===== src/rtl/cpa_pkg.sv =====
package cpa_pkg;

  localparam int CODE_W  = 2;
  localparam int MAX_CYC = (1 << CODE_W) - 1;

  typedef logic [CODE_W-1:0] cyc_code_t;

  typedef enum logic [CODE_W-1:0] {
    FCK_OFF = 2'd0,
    FCK_PH0 = 2'd1,
    FCK_PH1 = 2'd2,
    FCK_PH2 = 2'd3
  } fck_mode_e;

  localparam int NUM_VARIANTS = 3;

  typedef struct packed {
    cyc_code_t cyc;
    fck_mode_e fck;
  } port_cfg_t;

endpackage


===== src/rtl/cpa_data_delay.sv =====
module cpa_data_delay
  import cpa_pkg::*;
#(
  parameter int DW     = 32,
  parameter int STAGES = MAX_CYC
) (
  input  logic          clk,
  input  logic          rst,
  input  logic          launch,
  input  logic [DW-1:0] wdata_in,
  input  cyc_code_t     cyc_sel,
  output logic [DW-1:0] wdata_out,
  output logic          busy
);

  logic [STAGES-1:0] stg_v;
  logic [DW-1:0]     stg_d [STAGES];

  always_ff @(posedge clk) begin
    if (rst) begin
      stg_v[0] <= 1'b0;
      stg_d[0] <= '0;
    end else begin
      stg_v[0] <= launch;
      stg_d[0] <= launch ? wdata_in : '0;
    end
  end

  for (genvar i = 1; i < STAGES; i++) begin : g_stage
    always_ff @(posedge clk) begin
      if (rst) begin
        stg_v[i] <= 1'b0;
        stg_d[i] <= '0;
      end else begin
        stg_v[i] <= stg_v[i-1];
        stg_d[i] <= stg_d[i-1];
      end
    end
  end

  logic          pick_v;
  logic [DW-1:0] pick_d;

  always_comb begin
    pick_v = launch;
    pick_d = wdata_in;
    for (int k = 1; k <= STAGES; k++) begin
      if (int'(cyc_sel) == k) begin
        pick_v = stg_v[k-1];
        pick_d = stg_d[k-1];
      end
    end
  end

  always_ff @(posedge clk) begin
    if (rst) wdata_out <= '0;
    else     wdata_out <= pick_v ? pick_d : '0;
  end

  assign busy = |stg_v;

endmodule


===== src/rtl/cpa_run_ctrl.sv =====
module cpa_run_ctrl
  import cpa_pkg::*;
#(
  parameter int TAPS = MAX_CYC + 1
) (
  input  logic                    clk,
  input  logic                    rst,
  input  logic                    wr_valid,
  input  logic                    busy,
  input  logic                    gen_quiet,
  input  cyc_code_t               cyc_in,
  input  fck_mode_e               fck_in,
  output cyc_code_t               act_cyc,
  output fck_mode_e               act_fck,
  output logic                    run,
  output logic [NUM_VARIANTS-1:0] var_en
);

  port_cfg_t act_cfg;
  port_cfg_t req_cfg;
  logic      pend, idle, run_n, drained;
  logic [TAPS-1:0] tap;
  logic [TAPS-1:1] tap_q;

  assign req_cfg = '{cyc: cyc_in, fck: fck_in};
  assign pend    = (req_cfg != act_cfg);
  assign idle    = !wr_valid && !busy;

  always_comb begin
    if (wr_valid)          run_n = 1'b1;
    else if (idle && pend) run_n = 1'b0;
    else                   run_n = run;
  end

  always_ff @(posedge clk) begin
    if (rst) run <= 1'b0;
    else     run <= run_n;
  end

  assign tap[0] = run;

  for (genvar k = 1; k < TAPS; k++) begin : g_tap
    always_ff @(posedge clk) begin
      if (rst) tap_q[k] <= 1'b0;
      else     tap_q[k] <= tap[k-1];
    end
    assign tap[k] = tap_q[k];
  end

  assign drained = !run && !(|tap_q) && gen_quiet;

  always_ff @(posedge clk) begin
    if (rst)                           act_cfg <= req_cfg;
    else if (idle && pend && drained)  act_cfg <= req_cfg;
  end

  assign act_cyc = act_cfg.cyc;
  assign act_fck = act_cfg.fck;

  logic en_rise, en_fall;

  always_comb begin
    en_rise = run_n;
    en_fall = tap[0];
    for (int k = 1; k < TAPS; k++) begin
      if (int'(act_cfg.cyc) == k) begin
        en_rise = tap[k-1];
        en_fall = tap[k];
      end
    end
  end

  assign var_en[0] = (act_cfg.fck == FCK_PH0) && en_rise;
  assign var_en[1] = (act_cfg.fck == FCK_PH1) && en_fall;
  assign var_en[2] = (act_cfg.fck == FCK_PH2) && en_fall;

endmodule


===== src/rtl/cpa_phase_gen.sv =====
module cpa_phase_gen
  import cpa_pkg::*;
(
  input  logic                    clk,
  input  logic                    rst,
  input  logic [NUM_VARIANTS-1:0] var_en,
  input  fck_mode_e               mode,
  output logic                    fclk_out,
  output logic                    quiet
);

  logic [NUM_VARIANTS-1:0] tr_r;
  logic [NUM_VARIANTS-1:0] tr_f;
  logic [NUM_VARIANTS-1:0] wave;
  logic                    en_late;

  for (genvar v = 0; v < NUM_VARIANTS; v++) begin : g_var
    if (v == 0) begin : g_rise
      always_ff @(posedge clk) begin
        if (rst) tr_r[v] <= 1'b0;
        else     tr_r[v] <= var_en[v] ? ~tr_f[v] : tr_f[v];
      end
      always_ff @(negedge clk) begin
        if (rst) tr_f[v] <= 1'b0;
        else     tr_f[v] <= tr_r[v];
      end
    end else if (v == 1) begin : g_fall
      always_ff @(negedge clk) begin
        if (rst) tr_f[v] <= 1'b0;
        else     tr_f[v] <= var_en[v] ? ~tr_r[v] : tr_r[v];
      end
      always_ff @(posedge clk) begin
        if (rst) tr_r[v] <= 1'b0;
        else     tr_r[v] <= tr_f[v];
      end
    end else begin : g_fall_rise
      always_ff @(negedge clk) begin
        if (rst) en_late <= 1'b0;
        else     en_late <= var_en[v];
      end
      always_ff @(posedge clk) begin
        if (rst) tr_r[v] <= 1'b0;
        else     tr_r[v] <= en_late ? ~tr_f[v] : tr_f[v];
      end
      always_ff @(negedge clk) begin
        if (rst) tr_f[v] <= 1'b0;
        else     tr_f[v] <= tr_r[v];
      end
    end
    assign wave[v] = tr_r[v] ^ tr_f[v];
  end

  always_comb begin
    unique case (mode)
      FCK_PH0: fclk_out = wave[0];
      FCK_PH1: fclk_out = wave[1];
      FCK_PH2: fclk_out = wave[2];
      default: fclk_out = 1'b0;
    endcase
  end

  assign quiet = (wave == '0) && !en_late;

endmodule


===== src/rtl/cache_port_aligner.sv =====
module cache_port_aligner
  import cpa_pkg::*;
#(
  parameter int AW = 16,
  parameter int DW = 32
) (
  input  logic          clk,
  input  logic          rst,
  input  logic          wr_valid,
  input  logic [AW-1:0] addr_in,
  input  logic [DW-1:0] wdata_in,
  input  logic [1:0]    cyc_dly,
  input  logic [1:0]    fck_dly,
  output logic [AW-1:0] addr_out,
  output logic [DW-1:0] wdata_out,
  output logic          fclk_out
);

  cyc_code_t               act_cyc;
  fck_mode_e               act_fck;
  logic                    run;
  logic                    busy;
  logic                    gen_quiet;
  logic [NUM_VARIANTS-1:0] var_en;

  always_ff @(posedge clk) begin
    if (rst)           addr_out <= '0;
    else if (wr_valid) addr_out <= addr_in;
  end

  cpa_data_delay #(
    .DW     (DW),
    .STAGES (MAX_CYC)
  ) u_data (
    .clk       (clk),
    .rst       (rst),
    .launch    (wr_valid),
    .wdata_in  (wdata_in),
    .cyc_sel   (act_cyc),
    .wdata_out (wdata_out),
    .busy      (busy)
  );

  cpa_run_ctrl #(
    .TAPS (MAX_CYC + 1)
  ) u_ctrl (
    .clk       (clk),
    .rst       (rst),
    .wr_valid  (wr_valid),
    .busy      (busy),
    .gen_quiet (gen_quiet),
    .cyc_in    (cyc_code_t'(cyc_dly)),
    .fck_in    (fck_mode_e'(fck_dly)),
    .act_cyc   (act_cyc),
    .act_fck   (act_fck),
    .run       (run),
    .var_en    (var_en)
  );

  cpa_phase_gen u_phase (
    .clk      (clk),
    .rst      (rst),
    .var_en   (var_en),
    .mode     (act_fck),
    .fclk_out (fclk_out),
    .quiet    (gen_quiet)
  );

endmodule


===== config.mk =====
export PLATFORM = sky130hd
export DESIGN_NAME = cache_port_aligner
export DESIGN_NICKNAME = d
export VERILOG_FILES = /design/src/rtl/cpa_pkg.sv /design/src/rtl/cpa_data_delay.sv /design/src/rtl/cpa_run_ctrl.sv /design/src/rtl/cpa_phase_gen.sv /design/src/rtl/cache_port_aligner.sv
export SDC_FILE = /design/constraint.sdc
export NUM_CORES = 1
export LEC_CHECK = 0
export ABC_AREA = 1
export BUFFER_PORTS_ARGS = -buffer_cell sky130_fd_sc_hd__buf_2
export CORE_UTILIZATION = 55
export DETAILED_ROUTE_END_ITERATION = 10
export GPL_TIMING_DRIVEN = 0
export HOLD_SLACK_MARGIN = 0.12
export PLACE_DENSITY = 0.81
export SYNTH_ARGS = -nofsm -noshare
export SYNTH_HDL_FRONTEND = slang
export SYNTH_SLANG_ARGS = --single-unit

===== constraint.sdc =====
create_clock -name clk -period 1.75 [get_ports clk]
set_input_delay 0.175 -clock clk [delete_from_list [all_inputs] [get_ports clk]]
set_output_delay 0.175 -clock clk [all_outputs]
set_load 0.03 [all_outputs]

==> impl_metrics.env, run 1 <==
export IMPL_vias=5564
export IMPL_synth_area_leaders="dfxtp_1 55%, nor2_1 9.6%, nand2_1 7.9%, inv_1 7.7%, o21ai_0 4.5%"
export IMPL_antenna_cells=0
export IMPL_ir_drop_mv=0.750
export IMPL_ys_flop_type="dfxtp_1"
export IMPL_wl_met3_mm=1.21
export IMPL_grt_pass1_vias=5365
export IMPL_cp_required_ps=1570
export IMPL_synthTopCellsByCount="158 x dfxtp_1, 146 x nor2_1, 120 x nand2_1"
export IMPL_layout_drive_gt1_share=0.229
export IMPL_worst_path_stages=5
export IMPL_tightest_slew_ps=585
export IMPL_start_util=0.576
export IMPL_syn_area_um2=5740
export IMPL_gp_congestion=0.776
export IMPL_power_mw=9.12
export IMPL_synthToLayoutAreaGrowth_pct=40.3
export IMPL_nFillCells=553
export IMPL_hp_class="in -> reg"
export IMPL_crit_path_cell_trace="xnor2_2 > inv_1 > nand2_1 > o221ai_2 > buf_6"
export IMPL_end_kind="output pin"
export IMPL_cts_buffers=17
export IMPL_crit_family="flip-flops"
export IMPL_multi_input_area_um2=2010
export IMPL_synth_cell_types=27
export IMPL_dpl_hpwl_mm=8.91
export IMPL_yosysWarnings=0
export IMPL_synth_top_cell_by_area="dfxtp_1"
export IMPL_final_nets=979
export IMPL_die_x_um=104
export IMPL_synth_nets=782
export IMPL_cp_max_fo=2
export IMPL_antenna_found_initial=0
export IMPL_clkTransAtPathRegs_ps=60
export IMPL_final_antenna_net_count=0
export IMPL_synth_edf_count=4
export IMPL_whs_path_depth=3
export IMPL_first_iter_violations=376
export IMPL_io_buffers=101
export IMPL_insertion_delay_ps=540
export IMPL_rsz0062_at_grt="yes"
export IMPL_finalSetupViolCount=21
export IMPL_final_core_util=0.809
export IMPL_r2r_cells=8
export IMPL_syn_instance_count=727
export IMPL_ios=104
export IMPL_drv_slew=0
export IMPL_fp_row_count=36
export IMPL_worstSetupPathType="reg -> out"
export IMPL_die_h_um=104
export IMPL_die_area_um2=10800
export IMPL_wl_per_cell_um=15.6
export IMPL_relSlewSlack=0.610
export IMPL_path_buf_inv=2
export IMPL_synth_seq_area_share=0.572
export IMPL_slowest_delay_ps=330
export IMPL_viasPerCell=5.20
export IMPL_synth_avg_cell_area_um2=7.89
export IMPL_critPathSlowestCell="dfxtp_2"
export IMPL_fin_skew_ps=37.0
export IMPL_top_layer="met4"
export IMPL_status="finished with violations"
export IMPL_core_um2=9950
export IMPL_track_usage=0.286
export IMPL_violations="setup timing"
export IMPL_hold_violations=0
export IMPL_ys_ff_latch=162
export IMPL_overflow=0
export IMPL_met1_length_mm=6.34
export IMPL_netlist_area_leader_share=0.551
export IMPL_wl_mm=16.7
export IMPL_cts_root_buf="clkbuf_8"
export IMPL_synth_most_common_cell="dfxtp_1"
export IMPL_drc_errors=0
export IMPL_p_leak_nw=3.74
export IMPL_htreeDepth=4
export IMPL_arrival_ps=2280
export IMPL_powerDensity_nw_per_um2=1130
export IMPL_cts_buffer_depth=2
export IMPL_grt_pass1_wl_mm=24.5
export IMPL_cts_tree="done"
export IMPL_setup_slack_ps=-707
export IMPL_ys_async_sr_fraction=0
export IMPL_grt_max_degree=17
export IMPL_cts_sinks=162
export IMPL_routed_wl_met2_mm=8.59
export IMPL_first_pass_iters=6
export IMPL_seqCellArea_um2=3290
export IMPL_cap_violations=0
export IMPL_cp_start_kind="register"
-- state kept, by name, summed over array words and instances (netlist names) --
| signal | flops |
|---|---|
| addr_out | 16 |
| u_ctrl.act_cyc | 2 |
| u_ctrl.act_fck | 2 |
| u_ctrl.run | 1 |
| u_ctrl.tap | 3 |
| u_data.stg_d | 96 |
| u_data.stg_v | 3 |
| u_data.wdata_out | 32 |
| u_phase.en_late | 1 |
| u_phase.tr_f | 3 |
| u_phase.tr_r | 3 |
-- stage by stage --
step	area [um2]	hold slack, ps	worst slack (ps)	setup TNS [ps]	cells
floorplan	5810	274	-365	-2050	727
global placement	6480	381	-500	-3100	961
detailed placement	6480	387	-611	-3390	961
CTS	7820	133	-658	-3160	1063
global route	8050	182	-769	-5500	1070
finish	8050	158	-707	-4790	1070
-- cells in the final DEF (no fill, tap or decap), types with 4 or more instances in the layout --
cell	n
dfxtp_1	154
a21oi_1	23
inv_1	119
o21ai_0	44
buf_4	13
nand2_1	117
o21ai_1	7
clkbuf_8	4
buf_6	12
clkbuf_1	9
clkbuf_2	9
o211ai_1	32
edfxtp_1	4
nor2_1	146
a21oi_2	10
dlygate4sd3_1	59
buf_2	106
dfxtp_2	4
clkbuf_16	17
-- cell type report --
cell class | count | share of cell area
clock buffer | 20 | 0.0580
timing repair buffer | 175 | 0.154
tap | 133 | 0.0207
sequential | 162 | 0.408
clock inverter | 16 | 0.0225
inverter | 118 | 0.0550
multi-input combinational | 407 | 0.250
buffer | 39 | 0.0316
-- worst reg2reg max path, cell delays in order, from the launching register on --
cell	delay (ps)
edfxtp_1	510
nand2_4	140
buf_6	130
o21ai_4	50
o21ai_2	150
nand2_2	80
o21bai_1	180
nand2_1	70
nor2_1	90
-- metal layers --
layer	track usage	up-vias
met5	0	-
met4	0.135	0
met3	0.0739	60
met2	0.515	282
met1	0.314	2603
li1	-	2619
-- cells by family (layout without fill, tap and decap cells) --
family                 after synthesis  after routing  synth area share
AO/OA/AOI/OAI                      127            127             0.130
XOR/XNOR                             4              4           0.00611
buffers and inverters              158            368             0.108
flip-flops                         162            162             0.572
AND/OR/NAND/NOR                    276            276             0.184
-- final timing paths --
| kind | to | slack, ps | start |
|---|---|---|---|
| worst min-delay path | u_data.stg_v[0] | 160 | wr_valid |
| worst min register to register | u_data.stg_d[1][12] | 420 | u_data.stg_d[0][12] |
| worst max register to register | u_phase.tr_f[1] | -620 | u_ctrl.act_cyc[0] |
| worst max-delay path | fclk_out | -710 | u_phase.tr_f[0] |
-- where the power goes --
group / switching (mW) / internal (mW) / total [mW]
sequential: 0.0752 / 3.86 / 3.93
combinational: 0.739 / 0.466 / 1.21
clock: 1.61 / 2.38 / 3.99
total: 2.42 / 6.70 / 9.12
-- what timing repair did --
item / CTS / global route
hold endpoints to repair: 53 / 0
pin swaps: 4 / 12
hold buffers: 59 / 0
gates resized for setup: 13 / 74
gates cloned: 0 / 1
setup buffers: 8 / 7
endpoints found under the setup margin: 8 / 38
Power figures use the tool's default switching activity.
==> inputs of run 2 (changes only) <==
ABC_AREA = 0   (was 1)
CORE_UTILIZATION = 54   (was 55)
PLACE_DENSITY = 0.8   (was 0.81)
==> run 2 against run 1 <==
Against the previous run:
- the run still ends with setup timing left
- die area down 2.2%
- cell count fell by 28%
- worst hold slack gained 6.1 ps
- first-iteration DRC count down 66%
- sequential share of layout area increased by 2.7 points
- clock skew fell by 5.8 ps
- synthesized area down 4.0%
- combinational power down 31%
- synthesized cell count down 41%
- critical endpoint unchanged
==> impl_metrics.env, run 2 <==
export IMPL_synth_avg_cell_area_um2=12.8
export IMPL_powerDensity_nw_per_um2=1110
export IMPL_htreeDepth=4
export IMPL_end_kind="output pin"
export IMPL_whs_ps=164
export IMPL_hp_class="in -> reg"
export IMPL_drc_errors=0
export IMPL_yosysWarnings=0
export IMPL_biggestRegsByFlops="u_data.stg_d: 96 flops, u_data.wdata_out: 32 flops, addr_out: 16 flops"
export IMPL_fin_skew_ps=31.2
export IMPL_die_h_um=103
export IMPL_ys_ff_latch=162
export IMPL_ys_async_sr_fraction=0
export IMPL_viasPerCell=4.96
export IMPL_syn_area_um2=5510
export IMPL_cp_max_fo=3
export IMPL_wl_per_cell_um=16.0
export IMPL_relSlewSlack=0.642
export IMPL_die_x_um=103
export IMPL_seqCellArea_um2=3290
export IMPL_start_util=0.561
export IMPL_synth_edf_count=4
export IMPL_first_pass_iters=4
export IMPL_cts_sinks=162
export IMPL_slowest_delay_ps=370
export IMPL_layout_drive_gt1_share=0.319
export IMPL_final_common_cell="dfxtp_1"
export IMPL_antenna_found_initial=0
export IMPL_synth_cell_types=30
export IMPL_worst_path_stages=4
export IMPL_final_core_util=0.769
export IMPL_drv_slew=0
export IMPL_setup_slack_ps=-771
export IMPL_whs_path_depth=3
export IMPL_r2r_cells=6
export IMPL_p_leak_nw=3.24
export IMPL_wl_mm=12.3
export IMPL_tightest_slew_ps=537
export IMPL_io_buffers=102
export IMPL_pre_cts_ws_ps=-694
export IMPL_clkTransAtPathRegs_ps=70
export IMPL_synthTopCellsByCount="158 x dfxtp_1, 106 x nor2b_1, 33 x mux4_2"
export IMPL_violations="setup timing"
export IMPL_synth_area_leaders="dfxtp_1 57%, mux4_2 13%, nor2b_1 12%, and2_1 3.6%, mux2i_1 3.3%"
export IMPL_nFillCells=618
export IMPL_crit_path_cell_trace="xor2_2 > nand2_1 > o21ai_1 > buf_4"
export IMPL_first_iter_violations=128
export IMPL_worstSetupPathType="reg -> out"
export IMPL_ios=104
export IMPL_cts_buffer_depth=2
export IMPL_insertion_delay_ps=520
export IMPL_syn_instance_count=431
export IMPL_final_nets=677
export IMPL_path_buf_inv=1
export IMPL_layout_common_cells="155 x dfxtp_1, 105 x nor2b_1, 103 x buf_2"
export IMPL_netlist_area_leader_share=0.574
export IMPL_ys_flop_type="dfxtp_1"
export IMPL_cts_buffers=17
export IMPL_grt_pass1_wl_mm=19.4
export IMPL_rsz0062_at_grt="yes"
export IMPL_power_mw=8.39
export IMPL_finalSetupViolCount=9
export IMPL_die_area_um2=10600
export IMPL_core_um2=9820
export IMPL_vias=3802
export IMPL_final_setup_tns_ps=-4150
export IMPL_fp_row_count=36
export IMPL_crit_family="flip-flops"
export IMPL_gp_congestion=0.829
export IMPL_antenna_cells=0
export IMPL_cts_root_buf="clkbuf_8"
export IMPL_synth_seq_area_share=0.596
export IMPL_largest_reg_flops=96
export IMPL_synth_most_common_cell="dfxtp_1"
export IMPL_synth_nets=486
export IMPL_overflow=0
export IMPL_cp_required_ps=1570
export IMPL_dpl_hpwl_mm=7.06
export IMPL_cap_violations=0
export IMPL_track_usage=0.249
export IMPL_synthToLayoutAreaGrowth_pct=37.1
export IMPL_top_register="u_data.stg_d"
export IMPL_status="finished with violations"
export IMPL_synth_top_cell_by_area="dfxtp_1"
export IMPL_hold_violations=0
export IMPL_final_antenna_net_count=0
export IMPL_grt_pass1_vias=3976
export IMPL_multi_input_area_um2=2130
export IMPL_rrSetupSlack_ps=-680
export IMPL_arrival_ps=2350
export IMPL_ir_drop_mv=0.639
export IMPL_cts_tree="done"
export IMPL_critPathSlowestCell="dfxtp_2"
export IMPL_cp_start_kind="register"
export IMPL_grt_max_degree=17
[run 2: cell type report]
class | instances | share of cell area
Buffer | 27 | 0.0237
Clock buffer | 18 | 0.0567
Clock inverter | 17 | 0.0219
Inverter | 2 | 0.000994
Multi-Input combinational cell | 239 | 0.282
Sequential cell | 162 | 0.435
Tap cell | 133 | 0.0220
Timing Repair Buffer | 169 | 0.157
[run 2: repair_timing]
action,4_1_cts,5_1_grt
pin swaps,4,2
endpoints found under the setup margin,38,38
buffers inserted,4,3
gates resized for setup,17,26
hold endpoints to repair,83,0
hold buffers,60,0
[run 2: worst paths after layout]
path	startpoint	to
setup reg to reg	u_ctrl.act_cyc[0]	u_phase.tr_f[1]
setup / recovery	u_phase.tr_f[0]	fclk_out
hold reg to reg	u_data.stg_d[1][4]	u_data.stg_d[2][4]
hold / removal	rst	u_data.wdata_out[1]
[run 2: report_power, final]
group | switching (mW) | internal [mW] | leakage, nW
Clock | 1.56 | 2.10 | 0.299
Sequential | 0.0622 | 3.83 | 1.33
Combinational | 0.394 | 0.441 | 1.61
Total | 2.02 | 6.37 | 3.24
[run 2: layer usage]
| metal | track usage | vias to the layer above | wire, um |
|---|---|---|---|
| met1 | 0.285 | 1866 | 5220 |
| met4 | 0.0899 | 0 | 168 |
| met2 | 0.446 | 106 | 6410 |
| li1 | - | 1812 | - |
| met5 | 0 | - | 0 |
| met3 | 0.0678 | 18 | 458 |
[run 2: cells by family (layout without fill, tap and decap cells)]
group | count (synthesis) | in the layout | synth area share
compound gates | 9 | 9 | 0.0136
xor+xnor | 9 | 9 | 0.0143
buf+inv | 30 | 233 | 0.0241
flops | 162 | 162 | 0.596
mux | 52 | 52 | 0.170
simple gates | 169 | 169 | 0.182
[run 2: tightest hold or removal path, cell delays in order]
cell and delay, ps:
buf_2 160, a211o_1 240, nor2b_1 70
[run 2: per-stage QoR]
stage / cell area [um2] / cells
floorplan: 5510 / 431
global placement: 6190 / 666
CTS: 7440 / 764
detailed placement: 6190 / 666
finish: 7550 / 767
global route: 7550 / 767
